==> config.mk <==
export PLATFORM = sky130hd
export DESIGN_NAME = qdec_timer
export DESIGN_NICKNAME = d
export VERILOG_FILES = /design/src/rtl/qdec_pkg.sv /design/src/rtl/qdec_sync.sv /design/src/rtl/qdec_decode.sv /design/src/rtl/qdec_presc.sv /design/src/rtl/qdec_core.sv /design/src/rtl/qdec_timer.sv
export SDC_FILE = /design/constraint.sdc
export NUM_CORES = 1
export LEC_CHECK = 0
export CORE_ASPECT_RATIO = 1.1
export CORE_MARGIN = 10
export CORE_UTILIZATION = 30
export DETAILED_ROUTE_END_ITERATION = 8
export GPL_ROUTABILITY_DRIVEN = 0
export SLEW_MARGIN = 40
export SYNTH_ARGS = -nofsm -noshare
export SYNTH_HDL_FRONTEND = slang
export SYNTH_HIERARCHICAL = 1
export SYNTH_SLANG_ARGS = --single-unit
==> constraint.sdc <==
create_clock -name clk -period 3.32 [get_ports clk]
set_input_delay 0.664 -clock clk [delete_from_list [all_inputs] [get_ports clk]]
set_output_delay 0.664 -clock clk [all_outputs]
set_load 0.1 [all_outputs]
==> src/rtl/qdec_pkg.sv <==
package qdec_pkg;

  typedef enum logic [2:0] {
    A_MODE  = 3'd0,
    A_LOCK  = 3'd1,
    A_INIT  = 3'd2,
    A_MOD   = 3'd3,
    A_CNT   = 3'd4,
    A_PRESC = 3'd5,
    A_QUAD  = 3'd6
  } reg_addr_e;

  typedef enum logic [1:0] {
    DIR_NONE = 2'd0,
    DIR_UP   = 2'd1,
    DIR_DN   = 2'd2,
    DIR_BAD  = 2'd3
  } step_dir_e;

  // position of a phase pair on the four-state ring 00,01,11,10
  function automatic logic [1:0] ring_pos(input logic [1:0] ab);
    case (ab)
      2'b00:   ring_pos = 2'd0;
      2'b01:   ring_pos = 2'd1;
      2'b11:   ring_pos = 2'd2;
      default: ring_pos = 2'd3;
    endcase
  endfunction

  function automatic step_dir_e ring_dir(input logic [1:0] prev_ab,
                                         input logic [1:0] cur_ab);
    logic [1:0] d;
    d = ring_pos(cur_ab) - ring_pos(prev_ab);
    case (d)
      2'd1:    ring_dir = DIR_UP;
      2'd3:    ring_dir = DIR_DN;
      2'd2:    ring_dir = DIR_BAD;
      default: ring_dir = DIR_NONE;
    endcase
  endfunction

endpackage

==> src/rtl/qdec_sync.sv <==
module qdec_sync #(
  parameter int W = 2
) (
  input  logic         clk,
  input  logic         rst_n,
  input  logic [W-1:0] din,
  output logic [W-1:0] dout
);
  logic [W-1:0] meta;

  always_ff @(posedge clk or negedge rst_n) begin
    if (!rst_n) begin
      meta <= '0;
      dout <= '0;
    end else begin
      meta <= din;
      dout <= meta;
    end
  end
endmodule

==> src/rtl/qdec_decode.sv <==
module qdec_decode
  import qdec_pkg::*;
(
  input  logic       clk,
  input  logic       rst_n,
  input  logic [1:0] ab,
  output logic       step_up,
  output logic       step_dn
);
  logic [1:0] prev_ab;
  logic       prev_vld;
  step_dir_e  dir;

  always_ff @(posedge clk or negedge rst_n) begin
    if (!rst_n) begin
      prev_ab  <= 2'b00;
      prev_vld <= 1'b0;
    end else begin
      prev_ab  <= ab;
      prev_vld <= 1'b1;
    end
  end

  always_comb begin
    dir     = ring_dir(prev_ab, ab);
    step_up = prev_vld && (dir == DIR_UP);
    step_dn = prev_vld && (dir == DIR_DN);
  end
endmodule

==> src/rtl/qdec_presc.sv <==
module qdec_presc #(
  parameter int PS_W = 3
) (
  input  logic            clk,
  input  logic            rst_n,
  input  logic [PS_W-1:0] ps,
  output logic            tick
);
  localparam int DIV_W = (1 << PS_W) - 1;

  logic [PS_W-1:0]  ps_q;
  logic [DIV_W-1:0] div;
  logic [DIV_W:0]   span;
  logic [DIV_W-1:0] mask;

  always_ff @(posedge clk or negedge rst_n) begin
    if (!rst_n) begin
      ps_q <= '0;
      div  <= '0;
    end else begin
      ps_q <= ps;
      if (ps != ps_q) div <= '0;
      else            div <= div + 1'b1;
    end
  end

  always_comb begin
    span = (DIV_W+1)'(1) << ps;
    mask = DIV_W'(span - 1'b1);
    tick = (ps == ps_q) && ((div & mask) == mask);
  end
endmodule

==> src/rtl/qdec_core.sv <==
module qdec_core #(
  parameter int CNT_W = 16
) (
  input  logic             clk,
  input  logic             rst_n,
  input  logic             inc,
  input  logic             dec,
  input  logic             load,
  input  logic [CNT_W-1:0] lo,
  input  logic [CNT_W-1:0] hi,
  output logic [CNT_W-1:0] cnt,
  output logic             wrap
);
  // returns {wrapped, next value}
  function automatic logic [CNT_W:0] next_val(input logic [CNT_W-1:0] c,
                                              input logic [CNT_W-1:0] l,
                                              input logic [CNT_W-1:0] h,
                                              input logic up,
                                              input logic dn);
    if (up) begin
      if (c == h) next_val = {1'b1, l};
      else        next_val = {1'b0, c + 1'b1};
    end else if (dn) begin
      if (c == l) next_val = {1'b1, h};
      else        next_val = {1'b0, c - 1'b1};
    end else begin
      next_val = {1'b0, c};
    end
  endfunction

  logic [CNT_W:0] nxt;

  always_comb begin
    nxt  = next_val(cnt, lo, hi, inc, dec);
    wrap = !load && nxt[CNT_W];
  end

  always_ff @(posedge clk or negedge rst_n) begin
    if (!rst_n)    cnt <= '0;
    else if (load) cnt <= lo;
    else           cnt <= nxt[CNT_W-1:0];
  end
endmodule

==> src/rtl/qdec_timer.sv <==
module qdec_timer
  import qdec_pkg::*;
#(
  parameter int CNT_W  = 16,
  parameter int PS_W   = 3,
  parameter int DATA_W = 32
) (
  input  logic              clk,
  input  logic              rst_n,
  input  logic              bus_we,
  input  logic [2:0]        bus_addr,
  input  logic [DATA_W-1:0] bus_wdata,
  output logic [DATA_W-1:0] bus_rdata,
  input  logic              enc_a,
  input  logic              enc_b
);
  localparam logic [CNT_W-1:0] MOD_RST = '1;

  logic             protect, men, qen, ovf;
  logic [CNT_W-1:0] init_v, mod_v, cnt;
  logic [PS_W-1:0]  ps;
  logic [1:0]       ab_s;
  logic             step_up, step_dn, tick, run;
  logic             ev_up, ev_dn, wrap, cnt_load;
  logic             wr_mode, wr_lock, wr_init, wr_mod, wr_cnt, wr_ps, wr_quad;

  qdec_sync #(.W(2)) u_sync (
    .clk(clk), .rst_n(rst_n), .din({enc_a, enc_b}), .dout(ab_s));

  qdec_decode u_dec (
    .clk(clk), .rst_n(rst_n), .ab(ab_s), .step_up(step_up), .step_dn(step_dn));

  qdec_presc #(.PS_W(PS_W)) u_presc (
    .clk(clk), .rst_n(rst_n), .ps(ps), .tick(tick));

  always_comb begin
    wr_mode  = bus_we && (bus_addr == A_MODE);
    wr_lock  = bus_we && (bus_addr == A_LOCK);
    wr_init  = bus_we && (bus_addr == A_INIT);
    wr_mod   = bus_we && (bus_addr == A_MOD);
    wr_cnt   = bus_we && (bus_addr == A_CNT);
    wr_ps    = bus_we && (bus_addr == A_PRESC);
    wr_quad  = bus_we && (bus_addr == A_QUAD);
    cnt_load = wr_cnt && men;
    run      = men && qen && tick;
    ev_up    = run && step_up;
    ev_dn    = run && step_dn;
  end

  qdec_core #(.CNT_W(CNT_W)) u_core (
    .clk(clk), .rst_n(rst_n), .inc(ev_up), .dec(ev_dn), .load(cnt_load),
    .lo(init_v), .hi(mod_v), .cnt(cnt), .wrap(wrap));

  always_ff @(posedge clk or negedge rst_n) begin
    if (!rst_n) begin
      protect <= 1'b0;
      men     <= 1'b0;
      qen     <= 1'b0;
      ovf     <= 1'b0;
      init_v  <= '0;
      mod_v   <= MOD_RST;
      ps      <= '0;
    end else begin
      if (wr_mode && bus_wdata[1])      protect <= 1'b0;
      else if (wr_lock && bus_wdata[0]) protect <= 1'b1;

      if (wr_mode && !protect) men <= bus_wdata[0];
      if (wr_quad && !protect) qen <= bus_wdata[0];
      if (wr_ps   && !protect) ps  <= bus_wdata[PS_W-1:0];
      if (wr_init && !protect && men) init_v <= bus_wdata[CNT_W-1:0];
      if (wr_mod  && !protect && men) mod_v  <= bus_wdata[CNT_W-1:0];

      if (wrap)                         ovf <= 1'b1;
      else if (wr_lock && bus_wdata[1]) ovf <= 1'b0;
    end
  end

  always_comb begin
    case (bus_addr)
      A_MODE:  bus_rdata = DATA_W'(men);
      A_LOCK:  bus_rdata = DATA_W'({ovf, protect});
      A_INIT:  bus_rdata = DATA_W'(init_v);
      A_MOD:   bus_rdata = DATA_W'(mod_v);
      A_CNT:   bus_rdata = DATA_W'(cnt);
      A_PRESC: bus_rdata = DATA_W'(ps);
      A_QUAD:  bus_rdata = DATA_W'(qen);
      default: bus_rdata = '0;
    endcase
  end
endmodule

==> run_summary.xml <==
<?xml version="1.0" encoding="UTF-8"?>
<metrics>
  <group name="outcome">
    <metric name="status" unit="">finished, final reports clean</metric>
  </group>
  <group name="setup_path">
    <metric name="worstPathArrival" unit="ns">3.34</metric>
    <metric name="crit_path_cell_trace" unit="">or3_2 -&gt; ha_1 -&gt; xnor2_1 -&gt; o32ai_1 -&gt; nor4_2 -&gt; and4_1 -&gt; buf_4 -&gt; nand2_1 -&gt; nor2_2 -&gt; inv_1 -&gt; o22ai_1 -&gt; a211oi_1</metric>
    <metric name="timing.critical_path.slowest_stage_cell" unit="">or3_2</metric>
    <metric name="reg2reg_to" unit="">u_core/cnt[3]$_DFFE_PN0P_</metric>
    <metric name="critical-path-top-delay-family" unit="">simple AND/OR/NAND/NOR gates</metric>
    <metric name="timing.critical_path.to_type" unit="">register</metric>
    <metric name="critPathKind" unit="">reg -&gt; reg</metric>
    <metric name="worst_r2r_path_depth" unit="">12</metric>
    <metric name="worst-path-buf-inv" unit="">2</metric>
    <metric name="cp-start-kind" unit="">register</metric>
    <metric name="reg_to_reg_start" unit="">ps[0]$_DFFE_PN0P_</metric>
    <metric name="worst_ep_required_time" unit="ns">3.54</metric>
    <metric name="reg2reg_slack" unit="ns">0.20</metric>
    <metric name="worst_path_largest_cell_delay" unit="ns">0.48</metric>
    <metric name="cp_max_fo" unit="">11</metric>
  </group>
  <group name="sta">
    <metric name="min_period_over_period" unit="%">94.0</metric>
    <metric name="period_needed" unit="ns">3.12</metric>
    <metric name="timing_hold_violations_final" unit="">0</metric>
    <metric name="relSlewSlack" unit="%">42.0</metric>
    <metric name="tns" unit="ns">0</metric>
    <metric name="finClkSkew" unit="ns">0.00846</metric>
    <metric name="finalMaxSlewViolations" unit="">0</metric>
    <metric name="number_of_setup_violations_in_the_final_report" unit="">0</metric>
    <metric name="grt_setup_unrepaired" unit="">false</metric>
    <metric name="whs" unit="ns">0.270</metric>
    <metric name="max_freq" unit="MHz">320</metric>
    <metric name="timing.final.ws_setup" unit="ns">0.198</metric>
    <metric name="worstMarginPinSlew" unit="ns">0.867</metric>
  </group>
  <group name="yosys">
    <metric name="synth.yosys.warnings" unit="">6</metric>
    <metric name="synth.lib_cells_used.distinct" unit="">73</metric>
    <metric name="post_synth_instance_area" unit="µm²">5130</metric>
    <metric name="synth_area_leaders" unit="">dfrtp_1 (27%), xnor2_1 (8.5%), dfstp_2 (8.2%), mux2i_1 (4.9%), mux2_2 (4.2%)</metric>
    <metric name="number_of_synthesized_flops_with_an_enable_pin" unit="">0</metric>
    <metric name="ys_seq_elements" unit="">72</metric>
    <metric name="synth-seq-area-share" unit="%">35.5</metric>
    <metric name="async_reset_ff_share" unit="%">100</metric>
    <metric name="netlist.top_cell.by_area" unit="">dfrtp_1</metric>
    <metric name="postSynthCellCount" unit="">512</metric>
    <metric name="dominantRegCellSynth" unit="">dfrtp_1</metric>
    <metric name="yosys_top_cell_area_share" unit="%">27.3</metric>
    <metric name="avgSynthCellArea" unit="µm²">10.0</metric>
  </group>
  <group name="cts">
    <metric name="clock_latency" unit="ns">0.35</metric>
    <metric name="hold_buffers" unit="">0</metric>
    <metric name="cts_resized" unit="">0</metric>
    <metric name="postCtsSetupBuffers" unit="">0</metric>
    <metric name="worst_setup_hold_path_clk_slew" unit="ns">0.06</metric>
    <metric name="cts_buffers" unit="">9</metric>
    <metric name="cts.htree.levels" unit="">3</metric>
    <metric name="clock_path_buffers" unit="">2</metric>
    <metric name="cts_tree" unit="">done</metric>
    <metric name="cts_root_buf" unit="">clkbuf_16</metric>
    <metric name="clock-sinks" unit="">72</metric>
  </group>
  <group name="global_route">
    <metric name="grt_util_all_layers" unit="%">12.4</metric>
    <metric name="number_of_global_route_vias_before_repair" unit="">4010</metric>
    <metric name="globalRouteOverflowTotal" unit="">0</metric>
    <metric name="grt_start_max_net_pins" unit="">39</metric>
    <metric name="grt_first_pass_wirelength" unit="µm">22000</metric>
    <metric name="number_of_antenna_violations_at_the_first_check_in_global_routing" unit="">0</metric>
  </group>
  <group name="pwr">
    <metric name="power.static_leakage" unit="nW">2.48</metric>
    <metric name="p_int" unit="mW">2.72</metric>
    <metric name="max-vdd-ir-drop" unit="mV">0.275</metric>
    <metric name="seqPwrFrac" unit="%">33.6</metric>
    <metric name="power_per_cell_area" unit="nW/µm²">733</metric>
    <metric name="power_switching" unit="mW">1.86</metric>
    <metric name="switching_share" unit="%">40.6</metric>
    <metric name="comb_power_share" unit="%">43.3</metric>
    <metric name="design_power_total" unit="mW">4.57</metric>
    <metric name="share_clk_of_total_power" unit="%">23.0</metric>
  </group>
  <group name="layout">
    <metric name="multi_input_area" unit="µm²">2990</metric>
    <metric name="syn_to_final_growth" unit="%">21.7</metric>
    <metric name="fin_nets" unit="">602</metric>
    <metric name="post_route_cells_drive_above_1_share" unit="%">22.4</metric>
    <metric name="stdcell_count" unit="">766</metric>
    <metric name="post-route-cell-area" unit="µm²">6240</metric>
    <metric name="fill_cells" unit="">1673</metric>
    <metric name="antenna_cells" unit="">0</metric>
    <metric name="final-seq-area" unit="µm²">1820</metric>
    <metric name="post-route-util" unit="%">36.9</metric>
  </group>
  <group name="flow_run">
    <metric name="max_cap_violation_count" unit="">0</metric>
  </group>
  <group name="die">
    <metric name="core_area" unit="µm²">16900</metric>
    <metric name="floorplan.initialDensity" unit="%">30.4</metric>
    <metric name="design.die.area" unit="µm²">22700</metric>
    <metric name="rows" unit="">50</metric>
    <metric name="io_pins" unit="">72</metric>
    <metric name="die-height" unit="µm">157</metric>
    <metric name="die-width" unit="µm">145</metric>
  </group>
  <group name="placement">
    <metric name="dpl_cells" unit="">750</metric>
    <metric name="place.port_buffers" unit="">39</metric>
    <metric name="preCtsSetupSlack" unit="ns">0.0437</metric>
    <metric name="detailedPlacementHpwl" unit="µm">10100</metric>
    <metric name="area_of_placed_instances" unit="µm²">5900</metric>
  </group>
  <group name="detailed_routing">
    <metric name="first_iter_violations" unit="">321</metric>
    <metric name="ant_nets_after_route" unit="">0</metric>
    <metric name="detailroute.via_count" unit="">4051</metric>
    <metric name="drtPass1Iterations" unit="">5</metric>
    <metric name="drc" unit="">0</metric>
    <metric name="routed_wire_length_per_instance" unit="µm">18.3</metric>
    <metric name="wirelength" unit="µm">14000</metric>
    <metric name="route.detailed.vias_per_inst" unit="">5.29</metric>
  </group>
  <group name="worst_hold_path">
    <metric name="hold_path_class" unit="">in -&gt; async</metric>
  </group>
</metrics>
[cell usage after synthesis, types with 3 or more instances]
master	count
a211oi_1	4
a21oi_1	18
a221oi_1	3
a22oi_1	3
a31oi_1	3
and3_1	5
and4_1	5
buf_2	12
buf_4	19
buf_6	7
clkbuf_1	13
dfrtp_1	56
dfstp_2	16
ha_1	9
inv_1	16
mux2_1	14
mux2_2	19
mux2_4	10
mux2i_1	25
nand2_1	25
nand2b_1	3
nand3_1	13
nand4_1	13
nor2_1	39
nor2b_1	4
nor3_1	6
o21a_1	4
o21ai_0	9
o21ai_1	3
o221ai_1	3
o22ai_1	5
o2bb2ai_1	14
o311a_1	3
o32ai_1	4
xnor2_1	50
xor2_1	8
[flip-flops by register name (all words and copies together), names as in the netlist, 2 cells and up]
name and cells:
ps 3, u_dec/prev_ab 2, u_presc/ps_q 3, u_sync/meta 2, mod_v 16, init_v 16, u_core/cnt 16, u_sync/dout 2
u_presc/div 7
[worst reg2reg max path: cells and delay by family, from the launching register on]
| family | cells | cell delay (ns) |
|---|---|---|
| DFF | 1 | 0.37 |
| AOI/OAI and AO/OA | 3 | 0.37 |
| and+or+nand+nor | 5 | 1.47 |
| xor gates and xnor gates | 1 | 0.21 |
| adders and majority gates | 1 | 0.25 |
| buffers and inverters | 2 | 0.34 |
[logic make-up after synthesis]
logic type	count (synthesis)	share of synthesized area, %
AO/OA/AOI/OAI	96	13.8
multiplexers	68	15.1
other	2	0.146
buffers and inverters	70	8.15
XOR/XNOR	59	10.3
flip-flops	72	35.5
adder cells (fa/ha/maj)	9	2.20
AND/OR/NAND/NOR	136	14.8
[placed cells by master (no fill, tap or decap), drive strengths merged, types with 14 or more instances in the layout]
master	synthesis	routed
mux2i	25	25
buf	40	46
nand3	14	14
dfstp	16	16
dfrtp	56	56
conb	2	17
xnor2	50	50
nor2	40	40
a21oi	18	18
clkdlybuf4s50	0	22
inv	16	18
o2bb2ai	14	14
nand2	25	25
mux2	43	43
[power by group through the flow]
stage / sequential [mW] / combinational, mW / clock [mW]
after floorplan: 1.38 / 1.61 / 0
after global placement: 1.53 / 1.93 / 0
after detailed placement: 1.55 / 1.96 / 0
after CTS: 1.54 / 1.97 / 1.08
after global routing: 1.58 / 2.12 / 1.11
final: 1.54 / 1.98 / 1.05
[how the worst max path moves through the flow]
stage,startpoint,endpoint,slack (ns),depth (start not counted)
floorplan,bus_addr[0],bus_rdata[13],-0.1,4
global placement,ps[0]$_DFFE_PN0P_,u_core/cnt[9]$_DFFE_PN0P_,0.20,11
detailed placement,ps[0]$_DFFE_PN0P_,u_core/cnt[9]$_DFFE_PN0P_,0.04,11
CTS,ps[0]$_DFFE_PN0P_,u_core/cnt[10]$_DFFE_PN0P_,0.007,11
global route,ps[0]$_DFFE_PN0P_,u_core/cnt[10]$_DFFE_PN0P_,0.05,11
finish,ps[0]$_DFFE_PN0P_,u_core/cnt[3]$_DFFE_PN0P_,0.20,12
[layer usage]
metal	track usage (%)	part of all wire [%]
met1	15.3	42
met2	19.9	49
met3	3.62	6.3
met4	4.62	2.7
met5	0	0
[final cells by class]
cell class / count / area share (%)
timing repair buffer: 68 / 12.7
inverter: 17 / 1.02
clock inverter: 6 / 1.44
multi-input combinational: 385 / 47.8
tap: 208 / 4.17
sequential: 72 / 29.2
clock buffer: 10 / 3.67
(Power assumes the default switching activity.)
